## src/rtl/nru_clock_pkg.sv

```systemverilog
package nru_clock_pkg;

   typedef enum logic {
      SW_IDLE = 1'b0,
      SW_SCAN = 1'b1
   } sweep_state_e;

endpackage

```

## src/rtl/nru_hand_step.sv

```systemverilog
module nru_hand_step #(
   parameter int N_FRAMES = 8,
   parameter int IDX_W    = $clog2(N_FRAMES)
) (
   input  logic [IDX_W-1:0] cur,
   output logic [IDX_W-1:0] nxt
);

   localparam bit              IS_POW2 = (N_FRAMES & (N_FRAMES - 1)) == 0;
   localparam logic [IDX_W-1:0] LAST   = IDX_W'(N_FRAMES - 1);

   generate
      if (IS_POW2) begin : g_wrap_natural
         // table size fills the index width: the increment wraps by itself
         assign nxt = cur + 1'b1;
      end else begin : g_wrap_compare
         assign nxt = (cur == LAST) ? '0 : cur + 1'b1;
      end
   endgenerate

endmodule

```

## src/rtl/nru_frame_flags.sv

```systemverilog
module nru_frame_flags #(
   parameter int N_FRAMES = 8,
   parameter int IDX_W    = $clog2(N_FRAMES)
) (
   input  logic                clk,
   input  logic                rst_n,
   input  logic                touch_en,
   input  logic [IDX_W-1:0]    touch_idx,
   input  logic                touch_ref,
   input  logic                touch_dirty,
   input  logic                clr_en,
   input  logic [IDX_W-1:0]    clr_idx,
   output logic [N_FRAMES-1:0] ref_q,
   output logic [N_FRAMES-1:0] dirty_q
);

   generate
      for (genvar f = 0; f < N_FRAMES; f++) begin : g_frame
         logic sel_touch;
         logic sel_clr;
         logic r_q;
         logic d_q;

         assign sel_touch = touch_en && (touch_idx == IDX_W'(f));
         assign sel_clr   = clr_en && (clr_idx == IDX_W'(f));

         always_ff @(posedge clk or negedge rst_n) begin
            if (!rst_n) begin
               r_q <= 1'b0;
               d_q <= 1'b0;
            end else begin
               // a fresh reference outranks the sweep's clear
               if (sel_touch && touch_ref) begin
                  r_q <= 1'b1;
               end else if (sel_clr) begin
                  r_q <= 1'b0;
               end
               if (sel_touch && touch_dirty) begin
                  d_q <= 1'b1;
               end
            end
         end

         assign ref_q[f]   = r_q;
         assign dirty_q[f] = d_q;
      end
   endgenerate

endmodule

```

## src/rtl/nru_sweep_ctrl.sv

```systemverilog
module nru_sweep_ctrl
   import nru_clock_pkg::*;
#(
   parameter int N_FRAMES = 8,
   parameter int IDX_W    = $clog2(N_FRAMES)
) (
   input  logic                clk,
   input  logic                rst_n,
   input  logic                sweep_req,
   input  logic                prefer_clean,
   input  logic [N_FRAMES-1:0] ref_q,
   input  logic [N_FRAMES-1:0] dirty_q,
   output logic                clr_en,
   output logic [IDX_W-1:0]    hand_q,
   output logic                busy,
   output logic                done,
   output logic [IDX_W-1:0]    victim_idx
);

   localparam logic [IDX_W-1:0] LAST = IDX_W'(N_FRAMES - 1);

   sweep_state_e     state_q;
   logic [IDX_W-1:0] lap_pos_q;
   logic             fallback_q;
   logic             mode_q;
   logic             done_q;
   logic [IDX_W-1:0] victim_q;
   logic [IDX_W-1:0] hand_nxt;
   logic             cur_ref;
   logic             cur_dirty;
   logic             strict;
   logic             accept;

   nru_hand_step #(
      .N_FRAMES (N_FRAMES),
      .IDX_W    (IDX_W)
   ) u_step (
      .cur (hand_q),
      .nxt (hand_nxt)
   );

   always_comb begin
      cur_ref   = ref_q[hand_q];
      cur_dirty = dirty_q[hand_q];
      strict    = mode_q && !fallback_q;
      accept    = (state_q == SW_SCAN) && !cur_ref && !(strict && cur_dirty);
      clr_en    = (state_q == SW_SCAN) && cur_ref;
   end

   always_ff @(posedge clk or negedge rst_n) begin
      if (!rst_n) begin
         state_q    <= SW_IDLE;
         hand_q     <= '0;
         lap_pos_q  <= '0;
         fallback_q <= 1'b0;
         mode_q     <= 1'b0;
         done_q     <= 1'b0;
         victim_q   <= '0;
      end else begin
         done_q <= 1'b0;
         unique case (state_q)
            SW_IDLE: begin
               if (sweep_req) begin
                  state_q    <= SW_SCAN;
                  lap_pos_q  <= '0;
                  fallback_q <= 1'b0;
                  mode_q     <= prefer_clean;
               end
            end
            SW_SCAN: begin
               hand_q <= hand_nxt;
               if (accept) begin
                  done_q   <= 1'b1;
                  victim_q <= hand_q;
                  state_q  <= SW_IDLE;
               end else if (lap_pos_q == LAST) begin
                  lap_pos_q  <= '0;
                  fallback_q <= 1'b1;
               end else begin
                  lap_pos_q <= lap_pos_q + 1'b1;
               end
            end
            default: state_q <= SW_IDLE;
         endcase
      end
   end

   assign busy       = (state_q == SW_SCAN);
   assign done       = done_q;
   assign victim_idx = victim_q;

endmodule

```

## src/rtl/nru_clock_victim.sv

```systemverilog
module nru_clock_victim #(
   parameter int N_FRAMES = 8,
   parameter int IDX_W    = (N_FRAMES > 1) ? $clog2(N_FRAMES) : 1
) (
   input  logic             clk,
   input  logic             rst_n,
   input  logic             sweep_req,
   input  logic             prefer_clean,
   input  logic             touch_en,
   input  logic [IDX_W-1:0] touch_idx,
   input  logic             touch_ref,
   input  logic             touch_dirty,
   output logic             busy,
   output logic             done,
   output logic [IDX_W-1:0] victim_idx
);

   generate
      if (N_FRAMES < 2) begin : g_bad_frames
         $error("nru_clock_victim: N_FRAMES must be at least 2");
      end
      if (IDX_W != $clog2(N_FRAMES)) begin : g_bad_width
         $error("nru_clock_victim: IDX_W must equal clog2(N_FRAMES)");
      end
   endgenerate

   logic [N_FRAMES-1:0] ref_q;
   logic [N_FRAMES-1:0] dirty_q;
   logic [IDX_W-1:0]    hand_q;
   logic                clr_en;

   nru_frame_flags #(
      .N_FRAMES (N_FRAMES),
      .IDX_W    (IDX_W)
   ) u_flags (
      .clk         (clk),
      .rst_n       (rst_n),
      .touch_en    (touch_en),
      .touch_idx   (touch_idx),
      .touch_ref   (touch_ref),
      .touch_dirty (touch_dirty),
      .clr_en      (clr_en),
      .clr_idx     (hand_q),
      .ref_q       (ref_q),
      .dirty_q     (dirty_q)
   );

   nru_sweep_ctrl #(
      .N_FRAMES (N_FRAMES),
      .IDX_W    (IDX_W)
   ) u_ctrl (
      .clk          (clk),
      .rst_n        (rst_n),
      .sweep_req    (sweep_req),
      .prefer_clean (prefer_clean),
      .ref_q        (ref_q),
      .dirty_q      (dirty_q),
      .clr_en       (clr_en),
      .hand_q       (hand_q),
      .busy         (busy),
      .done         (done),
      .victim_idx   (victim_idx)
   );

endmodule

```

## config.mk

```make
export PLATFORM = sky130hd
export DESIGN_NAME = nru_clock_victim
export DESIGN_NICKNAME = d
export VERILOG_FILES = /design/src/rtl/nru_clock_pkg.sv /design/src/rtl/nru_hand_step.sv /design/src/rtl/nru_frame_flags.sv /design/src/rtl/nru_sweep_ctrl.sv /design/src/rtl/nru_clock_victim.sv
export SDC_FILE = /design/constraint.sdc
export NUM_CORES = 1
export LEC_CHECK = 0
export BUFFER_PORTS_ARGS = -buffer_cell sky130_fd_sc_hd__buf_2
export CAP_MARGIN = 10
export CELL_PAD_IN_SITES_DETAIL_PLACEMENT = 1
export CELL_PAD_IN_SITES_GLOBAL_PLACEMENT = 1
export CORE_MARGIN = 2
export CORE_UTILIZATION = 45
export CTS_CLUSTER_DIAMETER = 80
export DETAILED_ROUTE_END_ITERATION = 12
export PLACE_DENSITY_LB_ADDON = 0.1
export SLEW_MARGIN = 20
export SYNTH_ARGS = -nofsm -noshare
export SYNTH_HDL_FRONTEND = slang
export SYNTH_SLANG_ARGS = --single-unit
```

## constraint.sdc

```tcl
create_clock -name clk -period 2.8 [get_ports clk]
set_input_delay 0.28 -clock clk [delete_from_list [all_inputs] [get_ports clk]]
set_output_delay 0.28 -clock clk [all_outputs]
set_load 0.02 [all_outputs]
```

==> results of run 1 <==
## layout by cell type, fill, tap and decap left out, drive strengths merged
cell type	count
a21boi	1
a21o	2
a31o	2
a32o	1
a41o	2
and2	1
and3	1
buf	14
bufinv	2
clkbuf	5
clkinv	2
dfrtp	29
dlygate4sd3	1
ha	8
inv	5
mux2	1
mux2i	6
mux4	3
nand2	11
nand2b	2
nand3	12
nor2	3
nor2b	2
nor3	1
o21ai	12
o21bai	4
o2bb2ai	6
or2	2
xor2	1
## power by group through the flow
stage	logic (W)	clock network, W	registers (W)
2_1_floorplan	0.000631	0	0.000709
3_3_place_gp	0.000706	0	0.000749
3_5_place_dp	0.000737	0	0.000748
4_1_cts	0.000739	0.000433	0.000744
5_1_grt	0.000824	0.000454	0.000773
6_report	0.000725	0.000428	0.000741
## through the flow
step	instance area (um^2)	power (W)
finish	1620	0.00189
global route	1620	0.00205
CTS	1620	0.00192
detailed placement	1510	0.00148
global placement	1510	0.00146
floorplan	1420	0.00134
## worst max-delay path by stage
stage	depth (start not counted)	start	slack (ns)	endpoint
after floorplan	7	u_ctrl.hand_q[0]$_DFFE_PN0P_	0.68	u_ctrl.busy$_DFF_PN0_
after global routing	5	u_ctrl.hand_q[0]$_DFFE_PN0P_	0.33	u_ctrl.busy$_DFF_PN0_
after global placement	5	u_ctrl.hand_q[0]$_DFFE_PN0P_	0.53	u_ctrl.busy$_DFF_PN0_
after CTS	5	u_ctrl.hand_q[0]$_DFFE_PN0P_	0.42	u_ctrl.busy$_DFF_PN0_
final	5	u_ctrl.hand_q[0]$_DFFE_PN0P_	0.43	u_ctrl.busy$_DFF_PN0_
after detailed placement	5	u_ctrl.hand_q[0]$_DFFE_PN0P_	0.43	u_ctrl.busy$_DFF_PN0_
## state kept, by name (all words and copies together) (netlist names)
signal and cells:
u_ctrl.busy 1, u_flags.g_frame.r_q 8, u_ctrl.lap_pos_q 3, u_flags.g_frame.d_q 8
u_ctrl.hand_q 3, u_ctrl.done 1, u_ctrl.mode_q 1, u_ctrl.victim_idx 3
u_ctrl.fallback_q 1
## worst reg2reg max path: cells and delay by family (launching register included)
family           cells  cell delay (ns)
AO/OA/AOI/OAI        2             0.46
AND/OR/NAND/NOR      1             0.29
flip-flops           1             0.59
multiplexers         2             0.91
## logic make-up (layout without fill, tap and decap cells)
kind of cell | count (synthesis) | count (layout) | share of synthesized area
and+or+nand+nor | 35 | 35 | 0.120
AOI/OAI and AO/OA | 30 | 30 | 0.150
DFF | 29 | 29 | 0.511
buffers and inverters | 11 | 29 | 0.0396
muxes | 10 | 10 | 0.103
adders and majority gates | 8 | 8 | 0.0705
xor gates and xnor gates | 1 | 1 | 0.00617
## cell type report
type                            count  area share
Clock inverter                      3      0.0401
Timing Repair Buffer               15      0.0493
Multi-Input combinational cell     84       0.393
Sequential cell                    29       0.447
Tap cell                           44      0.0339
Inverter                            6      0.0139
Clock buffer                        5      0.0231
## layer usage
| layer | GRT usage | up-vias | part of all wire |
|---|---|---|---|
| li1 | - | 479 | - |
| met3 | 0.0584 | 6 | 0.038 |
| met5 | 0 | - | 0 |
| met2 | 0.306 | 12 | 0.47 |
| met4 | 0.0762 | 0 | 0.017 |
| met1 | 0.259 | 498 | 0.47 |
==> summary.txt, run 1 <==
Final layout
  – Fillers: approximately 330
  – # nets final: between 150 and 200
  – Register area: around 730 um^2
  – Final core area utilization: 0.536
  – Share of post-route cells with drive strength above 1: 0.197
  – ANT cells: 0
  – Area delta synth->final: 14.4%
  – Fin cells: ~190
  – Multi-input logic area: around 640 um^2

Setup path
  – Critical path peak fanout: 9
  – Worst r2r src: u_ctrl.hand_q[0]$_DFFE_PN0P_
  – WP buf/inv: 0
  – Data required, critical path: about 3.0 ns
  – R2r endpoint: u_ctrl.busy$_DFF_PN0_
  – Critical Path End Type: flip-flop
  – R2R cell count: 5
  – Kind of cell adding the most delay to the critical path: multiplexers
  – Worst path slowest cell: mux4_1
  – Kind of critical path: reg -> reg
  – Cell chain of the critical path: mux4_1 > mux2_2 > a41o_1 > or2_4 > a21boi_1
  – Worst setup SP type: flip-flop
  – Arrival time worst endpoint: ~2.6 ns
  – Slowest stage delay, CP: 0.62 ns
  – R2R setup slack: between 0.4 and 0.5 ns

Synth
  – Seq/Total Area, Yosys: 0.511
  – Syn Nets: 142
  – Synth Register Bits: 29
  – Count leader, synth: dfrtp_1
  – Area leader, netlist: dfrtp_1
  – Number of synthesized flops with an enable pin: 0
  – Avg Inst Size Synth: ~11 um^2
  – Synth cell count leaders: dfrtp_1 (29), nand3_1 (12), nand2_1 (11)
  – Ys async rst share: 1.00
  – Synth top area share: 0.511
  – Synth cell types: 30
  – Syn Std Cell Area: 1420 um^2
  – Mapped Cells: approximately 120
  – Ys Warns: 0
  – Main synth FF type: dfrtp_1
  – Largest cells by area after synthesis: dfrtp_1 (51%), ha_1 (7.0%), mux2i_1 (4.2%)

Clock network
  – TritonCTS sink count: 29
  – Worst-path clk slew: 0.10 ns
  – Hold-fix buffers, CTS: 1
  – Clock root cell: clkbuf_4
  – Maximum root-to-sink buffer count: 2
  – Total CTS buffers: 5
  – Clock Latency Late Sink: about 0.33 ns
  – H-tree levels: 2
  – Post-CTS setup buffers: 0
  – TritonCTS clock tree: yes
  – Post-CTS Resized: 0

Placement
  – GP Congestion: approximately 0.77
  – HPWL Detailed: ~2200 um
  – Placed insts: approximately 180
  – Setup WS pre-CTS: roughly 0.43 ns
  – Port Buf Inserts: 14

Floorplan
  – Die X: 60.2 um
  – Standard-cell rows: 20
  – Die footprint: around 3600 um^2
  – Die Ht: 60.2 um
  – Core area: between 3000 and 4000 um^2
  – Initial core utilization: 0.469
  – I/O pin count: 15

STA
  – RSZ-0062 raised after global routing: no
  – Final WS setup: 0.433 ns
  – Slew @ Worst Pin: around 0.66 ns
  – Max transition margin: 0.563
  – F_max: roughly 420 MHz
  – Hold Violations, Final: 0
  – Setup TNS Final: 0 ns
  – Slew Viols, Final: 0
  – Post-route minimum period: roughly 2.4 ns
  – Final hold slack: between 0.15 and 0.2 ns
  – Final setup viols: 0
  – Worst Skew: roughly 0.0077 ns
  – Period utilization: 0.845

Power and ir drop
  – P_sw: 0.000686 W
  – Comb pwr share: 0.383
  – P_leak: 0.751 nW
  – Power Internal: between 0.001 and 0.0015 W
  – Net Sw Frac: 0.362
  – Maximum vdd drop: 0.451 mV
  – Pwr dens: between 1000 and 1500 nW/um^2
  – Clock Power Share: 0.226
  – Sequential Power Share: 0.391

Global routing
  – First-pass GRT wire length: between 5000 and 6000 um
  – Largest net degree at the start of global routing: 30
  – Antenna violations before repair: 0
  – Vias in the first global route: between 1000 and 1500
  – Global route overflow: 0
  – Aggregate global-route resource usage: 0.197

Routing
  – WL final: roughly 3000 um
  – Routed Antenna Nets: 0
  – Iter 0 DRT Violations: ~40
  – Routed length per instance: 15.9 um
  – Vias per inst: between 5 and 6
  – DRC: 0
  – First-pass DRT Iterations: 4
  – Routed vias: about 1000

Hold path
  – Hold Crit Start: prefer_clean
  – Hold path depth: 3
  – Worst Hold Class: in -> reg
  – Worst Hold Endpoint: u_ctrl.mode_q$_DFFE_PN0P_

Outcome
  – Run status: completed

Run
  – MaxCap Viol Count: 0
Power figures use the tool's default switching activity.
==> inputs of run 2 (changes only) <==
Settings changed: CORE_UTILIZATION 45 to 41.
Clock period 2.8 ns to 2.06 ns, I/O delays scaled along.
==> run 2 against run 1 <==
Hold slack got worse by 0.051 ns. Wire length is 3.4% higher. Sequential power increased by 36%. Total power increased by 33%. Critical path depth stayed put. Critical path type unchanged. Critical endpoint unchanged. Largest cell class unchanged.
==> summary.txt, run 2 (synthesis gave the netlist of run 1 again) <==
Global routing
  – Antenna violations before repair: 0
  – Largest net degree at the start of global routing: 30
  – Vias in the first global route: approximately 1100
  – Global route overflow: 0
  – Aggregate global-route resource usage: 0.179
  – First-pass GRT wire length: around 5300 um

Final layout
  – Largest regs: u_flags.g_frame.d_q: 8 flops, u_flags.g_frame.r_q: 8 flops
  – Register area: 727 um^2
  – # nets final: ~160
  – Most common cell after layout, fill and taps aside: dfrtp_1
  – Multi-input logic area: around 630 um^2
  – ANT cells: 0
  – Fin cells: about 190
  – Most frequent cells in the layout: dfrtp_1 (28), buf_2 (14), nand3_1 (12)
  – Area delta synth->final: 13.4%
  – Share of post-route cells with drive strength above 1: 0.228
  – Fillers: ~390

Floorplan
  – Die footprint: 3950 um^2
  – Initial core utilization: 0.426
  – Die Ht: around 63 um
  – Standard-cell rows: 21
  – Die X: roughly 63 um
  – I/O pin count: 15
  – Core area: ~3300 um^2

Routing
  – Vias per inst: approximately 5.3
  – Iter 0 DRT Violations: 32
  – WL final: ~3100 um
  – DRC: 0
  – Routed length per instance: 16.0 um
  – Routed vias: between 1000 and 1500
  – Routed Antenna Nets: 0
  – First-pass DRT Iterations: 4

Setup path
  – Slowest stage delay, CP: 0.53 ns
  – Data required, critical path: between 2 and 2.5 ns
  – Worst path slowest cell: mux4_2
  – Cell chain of the critical path: mux4_2 > mux2_4 > a41o_1 > or2_4 > a21boi_1
  – Arrival time worst endpoint: approximately 2.2 ns
  – Critical Path End Type: flip-flop
  – Worst setup SP type: flip-flop
  – Kind of critical path: reg -> reg
  – Critical path peak fanout: 5

Clock network
  – TritonCTS sink count: 29
  – H-tree levels: 2
  – Clock Latency Late Sink: between 0.3 and 0.4 ns
  – Post-CTS setup buffers: 0
  – Total CTS buffers: 5
  – TritonCTS clock tree: yes
  – Maximum root-to-sink buffer count: 2
  – Worst-path clk slew: approximately 0.09 ns
  – Clock root cell: clkbuf_4

Hold path
  – Worst Hold Class: in -> reg

Outcome
  – Run status: completed

STA
  – Slew Viols, Final: 0
  – Final WS setup: between 0.04 and 0.05 ns
  – Period utilization: 0.977
  – Final hold slack: approximately 0.12 ns
  – Slew @ Worst Pin: ~0.65 ns
  – Worst Skew: 0.00849 ns
  – Final setup viols: 0
  – F_max: 497 MHz
  – Max transition margin: 0.565
  – Post-route minimum period: a little over 2 ns
  – Hold Violations, Final: 0
  – RSZ-0062 raised after global routing: yes

Placement
  – Port Buf Inserts: 14
  – HPWL Detailed: roughly 2300 um
  – Setup WS pre-CTS: -0.0249 ns
  – GP Congestion: 0.755
  – Placed insts: between 150 and 200

Power and ir drop
  – Power Internal: around 0.0016 W
  – Clock Power Share: 0.137
  – Net Sw Frac: 0.380
  – Pwr dens: around 1600 nW/um^2
  – Sequential Power Share: 0.404
  – Comb pwr share: 0.459
  – P_leak: 0.742 nW
  – Maximum vdd drop: ~0.6 mV
  – P_sw: between 0.0009 and 0.001 W

Run
  – MaxCap Viol Count: 0
-- run 2: cell count changes in the layout (fill, tap and decap cells not counted), sizes merged --
cell    before  now
buf         14   18
bufinv       2    0
clkbuf       5    7
clkinv       2    1
-- run 2: final cells by class --
class | count | share of cell area
well taps | 46 | 0.0357
multi-input cells | 84 | 0.394
clock buffers | 7 | 0.0342
flip-flops and latches | 29 | 0.451
repair buffers | 19 | 0.0707
inverters | 6 | 0.0140
-- run 2: worst paths after layout --
| check | cells past startpoint | slack (ns) | endpoint | from |
|---|---|---|---|---|
| min in group asynchronous | 2 | 0.45 | u_flags.g_frame[1].d_q$_DFFE_PN0P_ | rst_n |
| setup reg to reg | 5 | 0.05 | u_ctrl.busy$_DFF_PN0_ | u_ctrl.hand_q[0]$_DFFE_PN0P_ |
| max in group asynchronous | 2 | 1.16 | u_ctrl.hand_q[0]$_DFFE_PN0P_ | rst_n |
| setup / recovery | 5 | 0.05 | u_ctrl.busy$_DFF_PN0_ | u_ctrl.hand_q[0]$_DFFE_PN0P_ |
| hold / removal | 3 | 0.12 | u_ctrl.mode_q$_DFFE_PN0P_ | prefer_clean |
| hold reg to reg | 1 | 0.48 | u_flags.g_frame[0].d_q$_DFFE_PN0P_ | u_flags.g_frame[0].d_q$_DFFE_PN0P_ |
-- run 2: power groups by stage --
stage	sequential, W	clock, W	combinational (W)
global route	0.00105	0.000387	0.00129
floorplan	0.000967	0	0.000883
CTS	0.00102	0.000361	0.00114
detailed placement	0.00103	0	0.00113
finish	0.00101	0.000343	0.00115
global placement	0.00101	0	0.00110
-- run 2: repair_timing --
action / in CTS / in global routing
endpoints found under the setup margin: 5 / 6
hold buffers: 1 / 0
hold endpoints to repair: 29 / 0
resized for setup: 1 / 4
-- run 2: critical path, delay by kind of cell, from the launching register on --
kind | cells | cell delay, ns
multiplexers | 2 | 0.81
AND/OR/NAND/NOR | 1 | 0.26
AO/OA/AOI/OAI | 2 | 0.37
flip-flops | 1 | 0.44
-- run 2: per-stage QoR --
step	utilization	TNS, ns	instance area [um^2]	power (W)
2_1_floorplan	-	-0.0215	1420	0.00185
3_3_place_gp	0.462	0	1540	0.00211
3_5_place_dp	0.462	-0.0365	1540	0.00216
4_1_cts	0.481	0	1610	0.00252
5_1_grt	0.483	-0.0615	1610	0.00273
6_report	0.483	0	1610	0.00251
-- run 2: per-layer routing --
metal  up-vias  share of wire  GRT usage
li1        489              -          -
met1       509           0.47      0.238
met2         9           0.49      0.276
met3         5          0.028     0.0541
met4         0          0.010     0.0694
met5         -              0          0
